`config.mk`:
```
export PLATFORM = sky130hd
export DESIGN_NAME = gbs_seq
export DESIGN_NICKNAME = d
export VERILOG_FILES = /design/src/rtl/gbs_pkg.sv /design/src/rtl/gbs_lat_line.sv /design/src/rtl/gbs_beat_gen.sv /design/src/rtl/gbs_rx_gate.sv /design/src/rtl/gbs_seq.sv
export SDC_FILE = /design/constraint.sdc
export NUM_CORES = 1
export LEC_CHECK = 0
export CAP_MARGIN = 20
export CORE_MARGIN = 2
export CORE_UTILIZATION = 63
export DETAILED_ROUTE_END_ITERATION = 8
export DONT_BUFFER_PORTS = 1
export PLACE_DENSITY = 0.79
export RECOVER_POWER = 50
export SKIP_LAST_GASP = 1
export SYNTH_ARGS = -nofsm -noshare
export SYNTH_HDL_FRONTEND = slang
export SYNTH_SLANG_ARGS = --single-unit
```
`constraint.sdc`:
```
create_clock -name clk -period 2 [get_ports clk]
set_input_delay 0.2 -clock clk [delete_from_list [all_inputs] [get_ports clk]]
set_output_delay 0.2 -clock clk [all_outputs]
set_load 0.01 [all_outputs]
```
`src/rtl/gbs_pkg.sv`:
```
package gbs_pkg;
    localparam int CL_MID_MIN   = 7;
    localparam int CL_MID_MAX   = 14;
    localparam int CL_HS_MIN    = 10;
    localparam int CL_HS_MAX    = 17;
    localparam int WL_MIN       = 3;
    localparam int WL_MAX       = 7;
    localparam int WL_GATED_MIN = 5;
    localparam int BEATS_MAX    = 8;

    typedef enum logic {
        BE_IDLE,
        BE_BURST
    } beat_state_e;

    typedef enum logic [1:0] {
        RX_OFF,
        RX_ON,
        RX_ALWAYS
    } rx_state_e;
endpackage

```
`src/rtl/gbs_lat_line.sv`:
```
module gbs_lat_line #(
    parameter int DEPTH = 17,
    parameter int PW    = 11,
    parameter int LAT_W = 5
) (
    input  logic             clk,
    input  logic             rst_n,
    input  logic             push,
    input  logic [LAT_W-1:0] lat,
    input  logic [PW-1:0]    payload,
    output logic             pop,
    output logic [PW-1:0]    pop_payload
);
    logic [DEPTH-1:0] vld_q, vld_d;
    logic [PW-1:0]    pay_q [DEPTH];
    logic [PW-1:0]    pay_d [DEPTH];

    // A command with latency L lands in slot L-1 and pops L-1 edges later.
    for (genvar k = 0; k < DEPTH; k++) begin : g_slot
        logic          hit;
        logic          up_v;
        logic [PW-1:0] up_p;
        if (k == DEPTH - 1) begin : g_top
            assign up_v = 1'b0;
            assign up_p = '0;
        end else begin : g_mid
            assign up_v = vld_q[k+1];
            assign up_p = pay_q[k+1];
        end
        assign hit      = push && (lat == LAT_W'(k + 1));
        assign vld_d[k] = hit | up_v;
        assign pay_d[k] = hit ? payload : up_p;
    end

    always_ff @(posedge clk or negedge rst_n) begin
        if (!rst_n) begin
            vld_q <= '0;
            for (int i = 0; i < DEPTH; i++) pay_q[i] <= '0;
        end else begin
            vld_q <= vld_d;
            for (int i = 0; i < DEPTH; i++) pay_q[i] <= pay_d[i];
        end
    end

    assign pop         = vld_q[0];
    assign pop_payload = pay_q[0];
endmodule

```
`src/rtl/gbs_beat_gen.sv`:
```
module gbs_beat_gen
    import gbs_pkg::*;
#(
    parameter int COL_W = 10
) (
    input  logic             clk,
    input  logic             rst_n,
    input  logic             start,
    input  logic             start_bl8,
    input  logic [COL_W-1:0] start_col,
    output logic             valid,
    output logic [COL_W-1:0] col
);
    localparam int BEAT_W = $clog2(BEATS_MAX);

    beat_state_e       st_q, st_d;
    logic [BEAT_W-1:0] beat_q, beat_d, last_beat;
    logic [COL_W-1:0]  base_q, sel_base, col_d;
    logic              bl8_q, sel_bl8;

    assign last_beat = bl8_q ? BEAT_W'(7) : BEAT_W'(3);

    always_comb begin
        st_d   = st_q;
        beat_d = beat_q;
        unique case (st_q)
            BE_IDLE: begin
                if (start) begin
                    st_d   = BE_BURST;
                    beat_d = '0;
                end
            end
            BE_BURST: begin
                if (start) begin
                    beat_d = '0;
                end else if (beat_q == last_beat) begin
                    st_d = BE_IDLE;
                end else begin
                    beat_d = beat_q + BEAT_W'(1);
                end
            end
            default: st_d = BE_IDLE;
        endcase
    end

    always_ff @(posedge clk or negedge rst_n) begin
        if (!rst_n) begin
            st_q   <= BE_IDLE;
            beat_q <= '0;
            base_q <= '0;
            bl8_q  <= 1'b0;
        end else begin
            st_q   <= st_d;
            beat_q <= beat_d;
            if (start) begin
                base_q <= start_col;
                bl8_q  <= start_bl8;
            end
        end
    end

    // Sequential order only: 8-beat bursts wrap within the aligned 8-group.
    always_comb begin
        sel_base = start ? start_col : base_q;
        sel_bl8  = start ? start_bl8 : bl8_q;
        col_d    = sel_base;
        if (sel_bl8) col_d[2:0] = {sel_base[2], 2'b00} + beat_d;
        else         col_d[1:0] = beat_d[1:0];
    end

    always_ff @(posedge clk or negedge rst_n) begin
        if (!rst_n) begin
            valid <= 1'b0;
            col   <= '0;
        end else begin
            valid <= (st_d == BE_BURST);
            col   <= (st_d == BE_BURST) ? col_d : '0;
        end
    end
endmodule

```
`src/rtl/gbs_rx_gate.sv`:
```
module gbs_rx_gate
    import gbs_pkg::*;
#(
    parameter int WL_W  = 3,
    parameter int CNT_W = 4
) (
    input  logic            clk,
    input  logic            rst_n,
    input  logic            wr_go,
    input  logic            cfg_bl8,
    input  logic [WL_W-1:0] cfg_wl,
    output logic            rcv_en
);
    rx_state_e        st_q, st_d;
    logic [CNT_W-1:0] cnt_q, cnt_d, win;
    logic             gated;

    assign gated = int'(cfg_wl) >= WL_GATED_MIN;
    assign win   = CNT_W'(cfg_wl) + (cfg_bl8 ? CNT_W'(8) : CNT_W'(4)) - CNT_W'(1);

    always_comb begin
        st_d  = st_q;
        cnt_d = cnt_q;
        unique case (st_q)
            RX_ALWAYS: begin
                if (gated) begin
                    st_d = wr_go ? RX_ON : RX_OFF;
                    if (wr_go) cnt_d = win;
                end
            end
            RX_OFF: begin
                if (!gated) begin
                    st_d = RX_ALWAYS;
                end else if (wr_go) begin
                    st_d  = RX_ON;
                    cnt_d = win;
                end
            end
            RX_ON: begin
                if (!gated)               st_d  = RX_ALWAYS;
                else if (wr_go)           cnt_d = win;
                else if (cnt_q == '0)     st_d  = RX_OFF;
                else                      cnt_d = cnt_q - CNT_W'(1);
            end
            default: st_d = RX_OFF;
        endcase
    end

    always_ff @(posedge clk or negedge rst_n) begin
        if (!rst_n) begin
            st_q  <= RX_OFF;
            cnt_q <= '0;
        end else begin
            st_q  <= st_d;
            cnt_q <= cnt_d;
        end
    end

    assign rcv_en = (st_q != RX_OFF);
endmodule

```
`src/rtl/gbs_seq.sv`:
```
module gbs_seq
    import gbs_pkg::*;
#(
    parameter int COL_W = 10,
    parameter int CL_W  = 5,
    parameter int WL_W  = 3
) (
    input  logic             clk,
    input  logic             rst_n,
    input  logic             cmd_rd,
    input  logic             cmd_wr,
    input  logic [COL_W-1:0] cmd_col,
    input  logic             cfg_bl8,
    input  logic             cfg_interleave,
    input  logic             cfg_hs,
    input  logic [CL_W-1:0]  cfg_cl,
    input  logic [WL_W-1:0]  cfg_wl,
    output logic             cfg_err,
    output logic             rcv_en,
    output logic             rd_valid,
    output logic [COL_W-1:0] rd_col,
    output logic             wr_capture,
    output logic [COL_W-1:0] wr_col
);
    localparam int RD_DEPTH = CL_HS_MAX;
    localparam int WR_DEPTH = WL_MAX;
    localparam int PAY_W    = COL_W + 1;
    localparam int CNT_W    = $clog2(WL_MAX + BEATS_MAX + 1);

    int               cl_lo, cl_hi;
    logic             cl_bad, wl_bad, rd_go, wr_go;
    logic [PAY_W-1:0] cmd_pay, rd_pay, wr_pay;
    logic             rd_start, wr_start;

    always_comb begin
        cl_lo  = cfg_hs ? CL_HS_MIN : CL_MID_MIN;
        cl_hi  = cfg_hs ? CL_HS_MAX : CL_MID_MAX;
        cl_bad = (int'(cfg_cl) < cl_lo) || (int'(cfg_cl) > cl_hi);
        wl_bad = (int'(cfg_wl) < WL_MIN) || (int'(cfg_wl) > WL_MAX);
    end

    assign cfg_err = cfg_interleave | cl_bad | wl_bad;
    assign rd_go   = cmd_rd & ~cfg_err;
    assign wr_go   = cmd_wr & ~cfg_err;
    assign cmd_pay = {cfg_bl8, cmd_col & ~COL_W'(3)};

    gbs_lat_line #(.DEPTH(RD_DEPTH), .PW(PAY_W), .LAT_W(CL_W)) i_rd_line (
        .clk(clk), .rst_n(rst_n), .push(rd_go), .lat(cfg_cl),
        .payload(cmd_pay), .pop(rd_start), .pop_payload(rd_pay)
    );

    gbs_lat_line #(.DEPTH(WR_DEPTH), .PW(PAY_W), .LAT_W(WL_W)) i_wr_line (
        .clk(clk), .rst_n(rst_n), .push(wr_go), .lat(cfg_wl),
        .payload(cmd_pay), .pop(wr_start), .pop_payload(wr_pay)
    );

    gbs_beat_gen #(.COL_W(COL_W)) i_rd_beats (
        .clk(clk), .rst_n(rst_n), .start(rd_start),
        .start_bl8(rd_pay[COL_W]), .start_col(rd_pay[COL_W-1:0]),
        .valid(rd_valid), .col(rd_col)
    );

    gbs_beat_gen #(.COL_W(COL_W)) i_wr_beats (
        .clk(clk), .rst_n(rst_n), .start(wr_start),
        .start_bl8(wr_pay[COL_W]), .start_col(wr_pay[COL_W-1:0]),
        .valid(wr_capture), .col(wr_col)
    );

    gbs_rx_gate #(.WL_W(WL_W), .CNT_W(CNT_W)) i_rx_gate (
        .clk(clk), .rst_n(rst_n), .wr_go(wr_go), .cfg_bl8(cfg_bl8),
        .cfg_wl(cfg_wl), .rcv_en(rcv_en)
    );
endmodule

```
==> impl_metrics.py <==
metrics = {
    "worst_setup_path": {
        "crit_chain": "inv_12 > ha_4 > nand4b_1 > o311a_1 > o211a_1 > inv_8 > buf_4",
        "crit_arrival_ns": 1.61,
        "cp_slowest_stage_delay_ns": 0.39,
        "critPathKind": "in -> out",
        "critical_path_required_ns": 1.80,
        "critical_path_cell_with_the_highest_stage_delay": "sky130_fd_sc_hd__o311a_1",
        "max_fo_critical_path": 18,
        "cp_num_buf_inv": 3,
        "critPathLaunchType": "primary input",
        "cell_family_with_the_largest_share_of_critical_path_delay": "compound AO/OA/AOI/OAI gates",
        "worstSetupEndpointType": "primary output",
    },
    "pwr": {
        "power_per_cell_area_nw_per_um2": 928,
        "power.switching_mw": 2.76,
        "p_leak_nw": 6.91,
        "sw_frac_of_total": 0.223,
        "seq_power_share": 0.510,
        "vdd.ir_drop.worst_mv": 0.808,
        "logic_pwr_share": 0.066,
        "clk_pwr_share": 0.424,
        "internal_power_contribution_mw": 9.64,
    },
    "clock_network": {
        "cts_buffers": 29,
        "clock_tree.root_cell": "sky130_fd_sc_hd__clkbuf_16",
        "worst_skew_pair.late_latency_ns": 0.53,
        "cts_setup_buffers": 0,
        "cts.reportedPaths.clkPinSlew_ns": 0.06,
        "clk_buf_depth": 3,
        "hold_buffers": 12,
        "clock_tree_from_tritoncts": "done",
        "cts.sink_count": 292,
        "htreeDepth": 1,
        "post_cts_resized": 0,
    },
    "placed_design": {
        "globalplace.congestion": 0.802,
        "place.detailed.hpwl_um": 11800,
        "dp_cells": 959,
        "port_buffers": 0,
        "detailedPlace.worstSlack_ns": -0.224,
    },
    "timing": {
        "slew_headroom": 0.243,
        "worst_pin_slew_ns": 1.13,
        "period_minus_slack_ns": 1.81,
        "fin_tns_setup_ns": 0,
        "fin_hold_ws_ns": -0.621,
        "rsz0062_at_grt": "no",
        "worst_slack_ns": 0.186,
        "setup_viol": 0,
        "clock-skew-final_ns": 0.00732,
        "number_of_endpoints_with_negative_hold_slack_in_the_final_report": 292,
        "finalCritPeriodShare": 0.907,
        "clock.fmax_mhz": 551,
        "finalMaxSlewViolations": 0,
    },
    "detailed_routing": {
        "postRouteWirelength_um": 20300,
        "drt_pre_antenna_iters": 4,
        "post_drt_wl_per_cell_um": 19.8,
        "drcViolationCount": 0,
        "initialDrtViolationCount": 386,
        "mean_number_of_vias_per_cell": 5.66,
        "vias": 5801,
        "antenna_left": 0,
    },
    "yosys": {
        "netlist_area_um2": 11300,
        "synth_top_area_share": 0.648,
        "most_area_consuming_cells_after_synthesis": "sky130_fd_sc_hd__dfrtp_1 65%, sky130_fd_sc_hd__mux2_2 22%, sky130_fd_sc_hd__ha_1 1.7%",
        "synth-seq-area-share": 0.648,
        "yosysTopAreaCell": "sky130_fd_sc_hd__dfrtp_1",
        "ys_ff_latch": 292,
        "yosys.cell_count.top_type": "sky130_fd_sc_hd__dfrtp_1",
        "yosys_warnings": 0,
        "avgSynthCellArea_um2": 15.4,
        "synth_edf_count": 0,
        "ys_top_cells_by_count": "292 x sky130_fd_sc_hd__dfrtp_1, 217 x sky130_fd_sc_hd__mux2_2, 18 x sky130_fd_sc_hd__and2_1",
        "netlist_instances": 733,
        "synth_nets": 774,
        "netlist_cell_types": 41,
        "ys_async_sr_fraction": 1.00,
        "postSynth.topFlopCell": "sky130_fd_sc_hd__dfrtp_1",
    },
    "global_route": {
        "grt.total_usage": 0.228,
        "grt_pass1_wl_um": 33400,
        "grt-ovfl-total": 0,
        "pin_count_of_the_biggest_net_entering_global_routing": 293,
        "grt_pass1_vias": 6435,
        "antenna_found_initial": 0,
    },
    "min_path": {
        "hp-class": "in -> async",
    },
    "job": {
        "cap_viol_max_count": 0,
    },
    "cells_and_area": {
        "layout_net_count": 821,
        "insertedDiodeCount": 0,
        "fin_cells": 1025,
        "post_synthesis_to_final_layout_area_growth_pct": 18.6,
        "fillCellCount": 976,
        "drive_above_1_share": 0.415,
    },
    "floorplan": {
        "io_pins": 49,
        "die-height_um": 138,
        "core_area_um2": 17400,
        "placement_rows": 48,
        "die_wd_um": 138,
        "floorplan.initialDensity": 0.647,
        "die_area_um2": 19000,
    },
    "run_status": {
        "run_status": "finished, violations left",
        "failed_checks": "negative hold slack",
    },
}
-- state kept, by name, summed over array words and instances, names as in the netlist, 2 cells and up --
signal,flops
i_rd_beats.beat_q,3
i_wr_line.g_slot.up_p,54
i_wr_line.pop_payload,9
i_rx_gate.st_q,2
i_rd_beats.col,10
i_rx_gate.cnt_q,4
i_rd_line.vld_q,17
i_wr_beats.beat_q,3
i_wr_beats.base_q,8
i_wr_line.vld_q,7
i_rd_beats.base_q,8
i_rd_line.g_slot.up_p,144
i_rd_line.pop_payload,9
i_wr_beats.col,10
-- cell type report --
class	count	area, um^2	area share
clock buffers	41	831	0.0622
multi-input cells	397	4220	0.316
clock inverters	10	109	0.00815
flip-flops and latches	292	7310	0.547
inverters	15	76.3	0.00571
repair buffers	45	536	0.0401
well taps	225	282	0.0211
-- worst register-to-register path, stage by stage (launching register included) --
cell	delay, ns
sky130_fd_sc_hd__dfrtp_1	0.40
sky130_fd_sc_hd__inv_1	0.07
sky130_fd_sc_hd__ha_1	0.17
sky130_fd_sc_hd__nand2b_1	0.09
sky130_fd_sc_hd__o21ai_0	0.51
sky130_fd_sc_hd__a21oi_1	0.22
sky130_fd_sc_hd__o22a_1	0.23
-- power groups by stage --
stage          registers [mW]  logic, mW  clock network, mW
2_1_floorplan            6.37      0.582                  0
3_3_place_gp             6.41      0.637                  0
3_5_place_dp             6.43      0.692                  0
4_1_cts                  6.33      0.804               5.37
5_1_grt                  6.35      0.904               5.62
6_report                 6.33      0.817               5.26
-- per-layer routing --
metal	routed length, um	up-vias	global-route usage	share of wire
met2	10300	109	0.385	0.51
met3	880	38	0.0475	0.043
met1	8570	3028	0.300	0.42
met4	546	0	0.0709	0.027
met5	0	-	0	0
li1	-	2626	-	-
-- cell families (layout without fill, tap and decap cells) --
family / count (synthesis) / after routing / share of synthesized area
compound gates: 26 / 26 / 0.0155
xor+xnor: 5 / 5 / 0.00389
fa+ha+maj: 16 / 16 / 0.0184
buf+inv: 44 / 111 / 0.0160
flops: 292 / 292 / 0.648
mux: 222 / 222 / 0.221
simple gates: 128 / 128 / 0.0764
-- stage by stage --
stage	power [mW]	cell area (um^2)	util
final	12.4	13400	0.767
after global routing	12.9	13400	0.767
after CTS	12.5	13300	0.763
after detailed placement	7.12	12200	0.702
after global placement	7.05	12200	0.702
after floorplan	6.96	11800	-
-- cell usage in the layout, fill, tap and decap left out, types with 2 or more instances in the layout --
cell type                       Yosys  routed
sky130_fd_sc_hd__and2_1            18      18
sky130_fd_sc_hd__nand2b_1          11      11
sky130_fd_sc_hd__nor2b_1            8       8
sky130_fd_sc_hd__mux2_4             0     102
sky130_fd_sc_hd__nor3_4             9       9
sky130_fd_sc_hd__xor2_1             3       3
sky130_fd_sc_hd__xnor2_1            2       2
sky130_fd_sc_hd__nor3_2             3       3
sky130_fd_sc_hd__dfrtp_1          292     292
sky130_fd_sc_hd__or3_1              4       4
sky130_fd_sc_hd__buf_4              0      21
sky130_fd_sc_hd__or2_4              0       8
sky130_fd_sc_hd__dlygate4sd3_1      0      12
sky130_fd_sc_hd__nand3_1           10      10
sky130_fd_sc_hd__ha_1              15      12
sky130_fd_sc_hd__clkbuf_8           0       6
sky130_fd_sc_hd__nand4b_1           2       2
sky130_fd_sc_hd__and3_1            11      11
sky130_fd_sc_hd__a21oi_1           13      13
sky130_fd_sc_hd__clkinv_2           0       6
sky130_fd_sc_hd__or2_2             14       6
sky130_fd_sc_hd__mux2_2           217     115
sky130_fd_sc_hd__or3b_2             3       3
sky130_fd_sc_hd__clkbuf_16          0      31
sky130_fd_sc_hd__clkbuf_1          15       6
sky130_fd_sc_hd__inv_1             14      13
sky130_fd_sc_hd__nand3b_1           3       3
sky130_fd_sc_hd__o31a_1             2       2
sky130_fd_sc_hd__nor2_1             8       7
sky130_fd_sc_hd__bufinv_16          0       2
sky130_fd_sc_hd__inv_8              0       2
sky130_fd_sc_hd__o22a_1             3       3
sky130_fd_sc_hd__nand2_1           15      15
sky130_fd_sc_hd__ha_4               0       3
sky130_fd_sc_hd__buf_12             0       9
sky130_fd_sc_hd__mux2i_1            5       5
sky130_fd_sc_hd__nor3_1             7       7
-- final timing paths --
check,end,depth (start not counted),slack (ns),from
max,cfg_err,7,0.19,cfg_hs
min,i_rd_line.g_slot[2].up_p[7],0,-0.62,rst_n
max reg2reg,i_rx_gate.cnt_q[0],6,0.20,i_rx_gate.cnt_q[0]
min reg2reg,i_wr_line.vld_q[4],1,0.43,i_wr_line.vld_q[5]
max in group asynchronous,i_rd_line.g_slot[14].up_p[4],0,2.08,rst_n
min in group clk,i_rd_line.g_slot[14].up_p[2],3,0.07,cfg_cl[0]
Note: power is estimated with default switching activity, not from simulation.
